File: config.mk
export PLATFORM = sky130hd
export DESIGN_NAME = probe_ctl_reg
export DESIGN_NICKNAME = d
export VERILOG_FILES = /design/src/rtl/probe_ctl_pkg.sv /design/src/rtl/probe_sync_chain.sv /design/src/rtl/probe_ctl_bits.sv /design/src/rtl/probe_sticky_flag.sv /design/src/rtl/probe_ctl_reg.sv
export SDC_FILE = /design/constraint.sdc
export NUM_CORES = 1
export LEC_CHECK = 0
export BUFFER_PORTS_ARGS = -buffer_cell sky130_fd_sc_hd__buf_2
export CAP_MARGIN = 20
export CORE_AREA = 2 2 39 41
export CTS_CLUSTER_DIAMETER = 50
export DETAILED_ROUTE_END_ITERATION = 12
export DIE_AREA = 0 0 41 43
export GPL_ROUTABILITY_DRIVEN = 0
export HOLD_SLACK_MARGIN = 0.15
export PLACE_DENSITY_LB_ADDON = 0.2
export RECOVER_POWER = 100
export SYNTH_ARGS = -nofsm -noshare
export SYNTH_HDL_FRONTEND = slang
export SYNTH_SLANG_ARGS = --single-unit
File: constraint.sdc
create_clock -name clk -period 1.2 [get_ports clk]
set_clock_uncertainty 0.1 [all_clocks]
set_input_delay 0.12 -clock clk [delete_from_list [all_inputs] [get_ports clk]]
set_output_delay 0.12 -clock clk [all_outputs]
set_load 0.01 [all_outputs]
File: src/rtl/probe_ctl_pkg.sv
// Package: bit positions of the probe control/status word and the control
// state type. Assumes an 8-bit word; positions are fixed by software use.
package probe_ctl_pkg;

    localparam int REG_W         = 8;
    localparam int BIT_TRST      = 0;
    localparam int BIT_SRST      = 1;
    localparam int BIT_SPARE     = 2;
    localparam int BIT_PWR       = 3;
    localparam int BIT_LED0      = 4;
    localparam int BIT_LED1      = 5;
    localparam int BIT_SRST_SEEN = 6;
    localparam int BIT_DROP_SEEN = 7;
    localparam int NUM_SENSE     = 2;
    localparam int SENSE_SRST    = 0;
    localparam int SENSE_SUPPLY  = 1;

    localparam logic [REG_W-1:0] CTRL_MASK = 8'h3B;

    typedef struct packed {
        logic led1;
        logic led0;
        logic pwr;
        logic srst;
        logic trst;
    } ctrl_t;

    // Pick the control fields out of a full-width word.
    function automatic ctrl_t word_to_ctrl(input logic [REG_W-1:0] w);
        ctrl_t c;
        c.trst = w[BIT_TRST];
        c.srst = w[BIT_SRST];
        c.pwr  = w[BIT_PWR];
        c.led0 = w[BIT_LED0];
        c.led1 = w[BIT_LED1];
        return c;
    endfunction

endpackage

File: src/rtl/probe_sync_chain.sv
// Multi-stage synchronizer for a bundle of independent asynchronous lines.
// Assumes each line is a level, not a pulse shorter than a clock period.
// RST_VAL gives each line's inactive level so reset raises no false event.
module probe_sync_chain #(
    parameter int               WIDTH   = 2,
    parameter int               STAGES  = 2,
    parameter logic [WIDTH-1:0] RST_VAL = '0
) (
    input  logic             clk,
    input  logic             rst_n,
    input  logic [WIDTH-1:0] async_i,
    output logic [WIDTH-1:0] sync_o
);

    logic [WIDTH-1:0] stage_q [STAGES];

    for (genvar g = 0; g < STAGES; g++) begin : g_stage
        if (g == 0) begin : g_first
            // First stage: capture the raw asynchronous lines.
            always_ff @(posedge clk) begin
                if (!rst_n) stage_q[g] <= RST_VAL;
                else        stage_q[g] <= async_i;
            end
        end else begin : g_next
            // Later stages: pass the value down the chain.
            always_ff @(posedge clk) begin
                if (!rst_n) stage_q[g] <= RST_VAL;
                else        stage_q[g] <= stage_q[g-1];
            end
        end
    end

    assign sync_o = stage_q[STAGES-1];

endmodule

File: src/rtl/probe_ctl_bits.sv
// Control state with a set port and a clear port. Only the control fields
// are stored; other mask bits are ignored here. Assumes that at most one
// of wr_set_i / wr_clr_i is high in a cycle.
module probe_ctl_bits
    import probe_ctl_pkg::*;
(
    input  logic             clk,
    input  logic             rst_n,
    input  logic             wr_set_i,
    input  logic             wr_clr_i,
    input  logic [REG_W-1:0] mask_i,
    output ctrl_t            ctrl_o
);

    ctrl_t mask_c;
    ctrl_t ctrl_q;

    // Reduce the incoming word to the control fields.
    always_comb mask_c = word_to_ctrl(mask_i);

    // Update the control state: OR on set, AND-NOT on clear, all off at reset.
    always_ff @(posedge clk) begin
        if (!rst_n)        ctrl_q <= '0;
        else if (wr_set_i) ctrl_q <= ctrl_q | mask_c;
        else if (wr_clr_i) ctrl_q <= ctrl_q & ~mask_c;
    end

    assign ctrl_o = ctrl_q;

endmodule

File: src/rtl/probe_sticky_flag.sv
// Sticky event flag with sample-and-clear re-arm. Assumes event_i is
// already synchronous. A re-arm loads the present event level, so a
// condition that persists is reported again at once.
module probe_sticky_flag (
    input  logic clk,
    input  logic rst_n,
    input  logic event_i,
    input  logic rearm_i,
    output logic flag_o
);

    logic flag_q;

    // Hold the flag once set; a re-arm replaces it with the current level.
    always_ff @(posedge clk) begin
        if (!rst_n)       flag_q <= 1'b0;
        else if (rearm_i) flag_q <= event_i;
        else              flag_q <= flag_q | event_i;
    end

    assign flag_o = flag_q;

endmodule

File: src/rtl/probe_ctl_reg.sv
// Probe reset/power/LED control with sticky target sense flags.
// Assumes one-cycle write strobes and asynchronous, level-type sense
// inputs. The reset-sense event is masked while the probe drives reset.
module probe_ctl_reg
    import probe_ctl_pkg::*;
#(
    parameter int SYNC_STAGES = 2
) (
    input  logic             clk,
    input  logic             rst_n,
    input  logic             wr_valid_i,
    input  logic             wr_clr_i,
    input  logic [REG_W-1:0] wr_mask_i,
    input  logic             tgt_srst_asserted_i,
    input  logic             tgt_supply_ok_i,
    output logic             jtag_trst_o,
    output logic             sys_srst_o,
    output logic             tgt_pwr_en_o,
    output logic [1:0]       led_o,
    output logic [REG_W-1:0] rd_data_o
);

    localparam logic [NUM_SENSE-1:0] SENSE_IDLE = NUM_SENSE'(1) << SENSE_SUPPLY;

    logic                 wr_set;
    logic                 wr_clear;
    ctrl_t                ctrl;
    logic [NUM_SENSE-1:0] sense_raw;
    logic [NUM_SENSE-1:0] sense_sync;
    logic [NUM_SENSE-1:0] sense_event;
    logic [NUM_SENSE-1:0] sense_rearm;
    logic [NUM_SENSE-1:0] sense_flag;
    logic [REG_W-1:0]     rd_word;

    // Decode the strobe into the two write ports.
    always_comb begin
        wr_set   = wr_valid_i & ~wr_clr_i;
        wr_clear = wr_valid_i &  wr_clr_i;
    end

    probe_ctl_bits u_ctl_bits (
        .clk      (clk),
        .rst_n    (rst_n),
        .wr_set_i (wr_set),
        .wr_clr_i (wr_clear),
        .mask_i   (wr_mask_i),
        .ctrl_o   (ctrl)
    );

    // Gather the asynchronous sense lines into one bundle.
    always_comb begin
        sense_raw               = '0;
        sense_raw[SENSE_SRST]   = tgt_srst_asserted_i;
        sense_raw[SENSE_SUPPLY] = tgt_supply_ok_i;
    end

    probe_sync_chain #(
        .WIDTH   (NUM_SENSE),
        .STAGES  (SYNC_STAGES),
        .RST_VAL (SENSE_IDLE)
    ) u_sense_sync (
        .clk     (clk),
        .rst_n   (rst_n),
        .async_i (sense_raw),
        .sync_o  (sense_sync)
    );

    // Form the event conditions and the re-arm strobes (set port only).
    always_comb begin
        sense_event               = '0;
        sense_event[SENSE_SRST]   = sense_sync[SENSE_SRST] & ~ctrl.srst;
        sense_event[SENSE_SUPPLY] = ~sense_sync[SENSE_SUPPLY];
        sense_rearm               = '0;
        sense_rearm[SENSE_SRST]   = wr_set & wr_mask_i[BIT_SRST_SEEN];
        sense_rearm[SENSE_SUPPLY] = wr_set & wr_mask_i[BIT_DROP_SEEN];
    end

    for (genvar s = 0; s < NUM_SENSE; s++) begin : g_flag
        probe_sticky_flag u_flag (
            .clk     (clk),
            .rst_n   (rst_n),
            .event_i (sense_event[s]),
            .rearm_i (sense_rearm[s]),
            .flag_o  (sense_flag[s])
        );
    end

    // Pack controls and flags into the read word.
    always_comb begin
        rd_word                = '0;
        rd_word[BIT_TRST]      = ctrl.trst;
        rd_word[BIT_SRST]      = ctrl.srst;
        rd_word[BIT_SPARE]     = 1'b0;
        rd_word[BIT_PWR]       = ctrl.pwr;
        rd_word[BIT_LED0]      = ctrl.led0;
        rd_word[BIT_LED1]      = ctrl.led1;
        rd_word[BIT_SRST_SEEN] = sense_flag[SENSE_SRST];
        rd_word[BIT_DROP_SEEN] = sense_flag[SENSE_SUPPLY];
    end

    assign rd_data_o    = rd_word;
    assign jtag_trst_o  = ctrl.trst;
    assign sys_srst_o   = ctrl.srst;
    assign tgt_pwr_en_o = ctrl.pwr;
    assign led_o        = {ctrl.led1, ctrl.led0};

endmodule

==> results of run 1 <==
## per-stage QoR
stage	util, %	std cells
after floorplan	-	43
after global placement	36.62	74
after detailed placement	36.62	74
after CTS	46.47	89
after global routing	48.28	93
final	48.28	93
## tightest hold or removal path, delay by kind of cell
kind	cells	cell delay (ns)
AO/OA/AOI/OAI	1	0.08
buffers and inverters	1	0.11
AND/OR/NAND/NOR	1	0.15
## final cells by class
type                    instances  share of cell area, %
inverters                       2                  1.124
clock buffers                   4                  3.933
well taps                      16                  2.996
repair buffers                 39                  38.20
flip-flops and latches         11                  32.96
multi-input cells              21                  20.79
## cells by family after synthesis
logic type	Yosys count
AO/OA/AOI/OAI	14
other	1
flip-flops	11
buffers and inverters	11
AND/OR/NAND/NOR	6
## worst paths after layout
kind                            depth (start not counted)                         end  slack, ns                       start
worst max-delay path                                    5     g_flag[0].u_flag.flag_o       0.08                    wr_clr_i
worst min register to register                          1  u_sense_sync.stage_q[1][1]       0.32  u_sense_sync.stage_q[0][1]
worst max register to register                          2                   flip-flop       0.36                   flip-flop
worst min-delay path                                    3     g_flag[1].u_flag.flag_o       0.14                  wr_valid_i
## where the power goes
group          leakage, uW  total [uW]  internal, uW  switching [uW]
sequential       0.0000908         397           386            11.0
combinational     0.000175         130          72.5            57.5
clock            0.0000150         249           128             121
total             0.000281         776           587             189
## metal layers
metal / share of wire, % / GRT usage [%] / wire length, microns / vias to the layer above
li1: - / - / - / 208
met1: 45 / 14.47 / 435 / 173
met2: 46 / 16.25 / 449 / 18
met3: 8.3 / 3.141 / 81 / 2
met4: 0.51 / 6.000 / 5 / 0
met5: 0 / 0 / 0 / -
## layout by cell type (no fill, tap or decap)
cell type      count
a21boi_0           1
a21oi_1            5
a311oi_1           5
a31oi_1            1
and2_1             2
buf_2             12
clkbuf_1          13
clkbuf_4           3
conb_1             1
dfxtp_1           11
dlygate4sd3_1     15
inv_1              2
nand2b_1           2
nor2b_1            1
nor2b_2            1
o21a_1             1
o21ai_0            1
==> insert_results.sql, run 1 <==
INSERT INTO impl_metrics (metric_group, metric, value, unit) VALUES
('cells_and_area', 'fin_area', '668.1', 'sq um'),
('die', 'num_ports', '27', ''),
('power_and_ir_drop', 'p_leak', '0.0002807', 'uW'),
('placed_design', 'place.detailed.hpwl', '570.6', 'microns'),
('worst_setup_path', 'critical_path.endpoint_type', 'flip-flop', ''),
('worst_setup_path', 'critical-path-slowest-cell', 'dlygate4sd3_1', ''),
('cells_and_area', 'post_route_cells_drive_above_1_share', '20.78', '%'),
('power_and_ir_drop', 'irDropWorstVdd', '552.0', 'uV'),
('synthesis', 'synth_top_cell_by_area', 'dfxtp_1', ''),
('cells_and_area', 'diode_count', '0', ''),
('synthesis', 'syn-cell-area', '437.9', 'sq um'),
('synthesis', 'synth_xor_area_share', '0', '%'),
('synthesis', 'yosys-top-cells-count', 'dfxtp_1, buf_4, a21oi_1, a311oi_1', ''),
('sta', 'achievable-frequency', '892.1', 'MHz'),
('synthesis', 'synth.ff_latch_count', '11', ''),
('sta', 'report.final.setup_viol', '0', ''),
('cells_and_area', 'regArea', '220.2', 'sq um'),
('synthesis', 'synth_top_area_share', '50.29', '%'),
('synthesis', 'postSynth.asyncResetShare', '0', '%'),
('synthesis', 'syn_area_per_cell', '10.18', 'sq um'),
('synthesis', 'ys_top_cells_by_area', 'dfxtp_1, buf_4, a311oi_1, a21oi_1, and2_1', ''),
('sta', 'setup_repair_after_global_routing_missed_its_margin', 'false', ''),
('cts', 'clock_buffers_created_by_tritoncts', '3', ''),
('grt', 'grt_pass1_wl', '1345', 'microns'),
('cells_and_area', 'multiInputGateArea', '138.9', 'sq um'),
('sta', 'holdWs', '0.1361', 'ns'),
('cts', 'clock_tree.htree_level_count', '1', ''),
('synthesis', 'seq_area_frac_synth', '50.29', '%'),
('cts', 'cts_resized', '0', ''),
('detailed_routing', 'vias', '401', ''),
('synthesis', 'share_of_the_synthesized_area_in_compound_gates_ao_oa_aoi_oai', '21.71', '%'),
('cts', 'cts.reportedPaths.clkPinSlew', '0.07', 'ns'),
('detailed_routing', 'drt_iter0_markers', '4', ''),
('worst_setup_path', 'criticalPathCategory', 'in -> reg', ''),
('die', 'initial_core_util', '31.65', '%'),
('power_and_ir_drop', 'design_power_total', '775.8', 'uW'),
('synthesis', 'post-synth-top-count-cell', 'dfxtp_1', ''),
('cts', 'clkLatencyLatePin', '0.26', 'ns'),
('synthesis', 'synthesis.yosys.warnings', '0', ''),
('synthesis', 'most_used_flip_flop_cell_after_synthesis', 'dfxtp_1', ''),
('die', 'die_y', '43', 'microns'),
('grt', 'antenna_found_initial', '0', ''),
('detailed_routing', 'detail_route.wirelength', '971', 'microns'),
('worst_setup_path', 'worst_ep_arrival_time', '1.18', 'ns'),
('detailed_routing', 'drt-vias-per-instance', '4.312', ''),
('cells_and_area', 'nets', '92', ''),
('power_and_ir_drop', 'cellPowerDensity', '1161', 'nW/um^2'),
('worst_setup_path', 'worst_setup_path_start_kind', 'primary input', ''),
('cts', 'post_cts_hold_buffer_count', '11', ''),
('synthesis', 'yosys-mux-area-fraction', '0', '%'),
('cts', 'cts_max_path_buffers', '2', ''),
('die', 'coreArea', '1384', 'sq um'),
('cts', 'tritoncts_num_sinks', '11', ''),
('sta', 'report.final.hold_viol_count', '0', ''),
('sta', 'timing.final.max_slew_violations', '0', ''),
('die', 'die_area', '1763', 'sq um'),
('worst_setup_path', 'worst_ep_required_time', '1.26', 'ns'),
('die', 'rows', '14', ''),
('min_path', 'hp-class', 'in -> reg', ''),
('die', 'die_boundary_width', '41', 'microns'),
('cells_and_area', 'layout-area-overhead-vs-synth', '52.57', '%'),
('grt', 'largest_net_degree_at_the_start_of_global_routing', '12', ''),
('worst_setup_path', 'cp_slowest_stage_delay', '0.53', 'ns'),
('synthesis', 'largest_family_of_logic_cells_by_synthesized_area', 'compound AO/OA/AOI/OAI gates', ''),
('grt', 'first_global_vias', '355', ''),
('sta', 'worst_slack', '0.07902', 'ns'),
('job', 'maxCapViolCount', '0', ''),
('synthesis', 'number_of_synthesized_flops_with_an_enable_pin', '0', ''),
('sta', 'finalWorstPathRequiredPeriod', '1.121', 'ns'),
('worst_setup_path', 'timing.critical_path.max_delay_family', 'buffers and inverters', ''),
('run_status', 'outcome', 'finished clean', '');
No activity file was read; power rests on OpenSTA's default activity.
==> run 2: changes to the inputs <==
Settings changed: SETUP_SLACK_MARGIN from default to 0.3, TNS_END_PERCENT from default to 10.
==> run 2 against run 1 <==
  * Sequential power hardly changed
  * Critical path type is now reg -> out
  * Routed wire length is 8.7% lower
  * Critical path depth is 4 lower
  * Sequential share of layout area is 6.2 points higher
  * The run now ends with negative hold slack left
  * Non-clock buffer count is 10 lower
  * First-iteration DRC count is 25% lower
  * Fmax is 13% higher
  * Combinational power is 18% lower
  * Utilization is 7.6 points lower
  * Cell area is 16% lower
  * Global-route usage is 0.40 points lower
  * Hold slack worse by 0.17 ns
==> insert_results.sql, run 2 (synthesis gave the netlist of run 1 again) <==
INSERT INTO impl_metrics (metric_group, metric, value, unit) VALUES
('run_status', 'outcome', 'complete, but fails checks', ''),
('run_status', 'failed_checks', 'negative hold slack', ''),
('power_and_ir_drop', 'switching_power', '184.8', 'uW'),
('grt', 'first_global_vias', '321', ''),
('worst_setup_path', 'timing.critical_path.max_delay_family', 'flip-flops', ''),
('min_path', 'critical_hold_path_startpoint', 'wr_mask_i[5]', ''),
('worst_setup_path', 'worst_setup_path_start_kind', 'flip-flop', ''),
('cells_and_area', 'layout_commonest_cell', 'clkbuf_1', ''),
('cells_and_area', 'final-instance-count-excl-fill', '83', ''),
('worst_setup_path', 'sequence_of_cells_on_the_critical_path', 'clkbuf_1', ''),
('power_and_ir_drop', 'p_leak', '0.0002410', 'uW'),
('cells_and_area', 'most-common-layout-cells', 'clkbuf_1, buf_2, dfxtp_1, a21oi_1, a311oi_1', ''),
('cells_and_area', 'finalCoreUtilization', '40.69', '%'),
('grt', 'grt_usage', '10.82', '%'),
('cts', 'cts_max_path_buffers', '2', ''),
('die', 'initial_core_util', '31.65', '%'),
('worst_setup_path', 'worst_ep_required_time', '0.98', 'ns'),
('worst_setup_path', 'worst-path-buf-inv', '1', ''),
('grt', 'grt.met3_usage', '3.141', '%'),
('power_and_ir_drop', 'cellPowerDensity', '1333', 'nW/um^2'),
('grt', 'global_route.usage.met1', '15.13', '%'),
('sta', 'finalSetupTns', '0', 'ns'),
('die', 'rows', '14', ''),
('min_path', 'hp-class', 'in -> reg', ''),
('die', 'coreArea', '1384', 'sq um'),
('detailed_routing', 'drt_first_pass_iters', '2', ''),
('worst_setup_path', 'worst_ep_arrival_time', '0.77', 'ns'),
('cells_and_area', 'fin_area', '563.0', 'sq um'),
('job', 'maxCapViolCount', '0', ''),
('grt', 'grt_util_met2', '14.37', '%'),
('detailed_routing', 'wl_per_cell', '10.69', 'microns'),
('detailed_routing', 'drt-vias-per-instance', '4.313', ''),
('grt', 'largest_net_degree_at_the_start_of_global_routing', '12', ''),
('placed_design', 'placed_cell_areas', '506.7', 'sq um'),
('detailed_routing', 'detail_route.wirelength', '887', 'microns'),
('power_and_ir_drop', 'p_comb_share', '14.1', '%'),
('cells_and_area', 'layout-area-overhead-vs-synth', '28.57', '%'),
('cts', 'cts_tree', 'done', ''),
('power_and_ir_drop', 'power.clock.fraction', '33.1', '%'),
('sta', 'report.final.setup_viol', '0', ''),
('worst_setup_path', 'critical_path.endpoint_type', 'primary output', ''),
('worst_setup_path', 'critical-path-slowest-cell', 'dfxtp_1', ''),
('sta', 'report.final.hold_viol_count', '7', ''),
('cts', 'clock_tree.htree_level_count', '1', ''),
('die', 'die_y', '43', 'microns'),
('grt', 'antenna_found_initial', '0', ''),
('cts', 'cts.reportedPaths.clkPinSlew', '0.07', 'ns'),
('detailed_routing', 'drt_drc_violations_left', '0', ''),
('power_and_ir_drop', 'irDropWorstVdd', '554.6', 'uV'),
('power_and_ir_drop', 'sequentialPowerShare', '52.8', '%'),
('power_and_ir_drop', 'sw_frac_of_total', '24.63', '%'),
('worst_setup_path', 'rrSetupSlack', '0.30', 'ns'),
('worst_setup_path', 'cp_slowest_stage_delay', '0.35', 'ns'),
('power_and_ir_drop', 'intPower', '565.5', 'uW'),
('worst_setup_path', 'criticalPathCategory', 'reg -> out', ''),
('placed_design', 'port_buffers', '24', ''),
('sta', 'finalWorstPathRequiredPeriod', '0.9925', 'ns'),
('grt', 'gr_overflow_total', '0', ''),
('die', 'die_boundary_width', '41', 'microns'),
('die', 'num_ports', '27', ''),
('detailed_routing', 'ant_nets', '0', ''),
('worst_setup_path', 'crit_path_max_fanout', '3', ''),
('placed_design', 'place.detailed.hpwl', '570.6', 'microns'),
('grt', 'grt_pass1_wl', '1290', 'microns'),
('placed_design', 'placed_cells_incl_taps', '74', ''),
('detailed_routing', 'drt_iter0_markers', '3', ''),
('cts', 'clock_buffers_created_by_tritoncts', '3', ''),
('sta', 'timing.final.max_slew_violations', '0', ''),
('sta', 'holdWs', '-0.03047', 'ns'),
('min_path', 'number_of_cells_on_the_worst_hold_path', '2', ''),
('cts', 'tritoncts_num_sinks', '11', ''),
('sta', 'achievable-frequency', '1008', 'MHz'),
('sta', 'fin_crit_sh', '82.71', '%'),
('worst_setup_path', 'ff2ff_path_depth', '3', ''),
('cells_and_area', 'nets', '82', ''),
('detailed_routing', 'vias', '358', ''),
('cts', 'clkLatencyLatePin', '0.26', 'ns'),
('cts', 'ctsRootBufferMaster', 'clkbuf_4', ''),
('cts', 'post_cts_hold_buffer_count', '3', ''),
('cells_and_area', 'post_route_cells_drive_above_1_share', '26.87', '%'),
('cells_and_area', 'diode_count', '0', ''),
('sta', 'setup_repair_after_global_routing_missed_its_margin', 'true', ''),
('die', 'die_area', '1763', 'sq um'),
('grt', 'grt-busiest-layer', 'met1', '');
-- run 2: cell types whose count changed in the layout (fill, tap and decap cells not counted) --
cell | previous run | this run
buf_4 | 0 | 1
dlygate4sd3_1 | 15 | 3
clkbuf_4 | 3 | 4
-- run 2: worst max-delay path by stage --
stage | endpoint | cells after the start | slack [ns] | start
final | rd_data_o[5] | 1 | 0.21 | flip-flop
after global routing | rd_data_o[4] | 1 | 0.15 | flip-flop
after CTS | tgt_pwr_en_o | 1 | 0.25 | flip-flop
after detailed placement | g_flag[0].u_flag.flag_o | 4 | 0.23 | wr_valid_i
after global placement | g_flag[0].u_flag.flag_o | 4 | 0.24 | wr_valid_i
after floorplan | flip-flop | 2 | 0.36 | flip-flop
-- run 2: per-stage QoR --
stage / power, uW / worst slack [ns]
final: 750.3 / 0.2075
after global routing: 791.9 / 0.1477
after CTS: 779.8 / 0.2454
after detailed placement: 502.7 / 0.2344
after global placement: 502.2 / 0.2438
after floorplan: 472.9 / 0.3642
-- run 2: repair_timing --
item                                    4_1_cts  5_1_grt
pin swaps                                     0        2
resized for setup                             7        4
hold endpoints to repair                     11       11
endpoints found under the setup margin       12       14
setup buffers                                 2        0
gates cloned                                  0        0
-- run 2: power by group through the flow --
stage	clock network, uW	registers, uW	logic [uW]
global placement	0	404	98.4
detailed placement	0	404	98.4
floorplan	0	409	63.7
CTS	264	398	118
finish	249	396	106
global route	276	398	118
-- run 2: layout make-up --
cell class | instances | area (sq um)
Inverter | 2 | 7.507
Tap cell | 16 | 20.02
Clock buffer | 4 | 26.28
Fill cell | 168 | 820.8
Timing Repair Buffer | 29 | 150.1
Sequential cell | 11 | 220.2
Multi-Input combinational cell | 21 | 138.9
-- run 2: routing by layer --
layer	vias up	share of wire [%]	wire length, microns
met5	-	0	0
met4	0	0.56	5
met3	2	9.2	82
met2	18	42	376
met1	149	48	423
li1	189	-	-
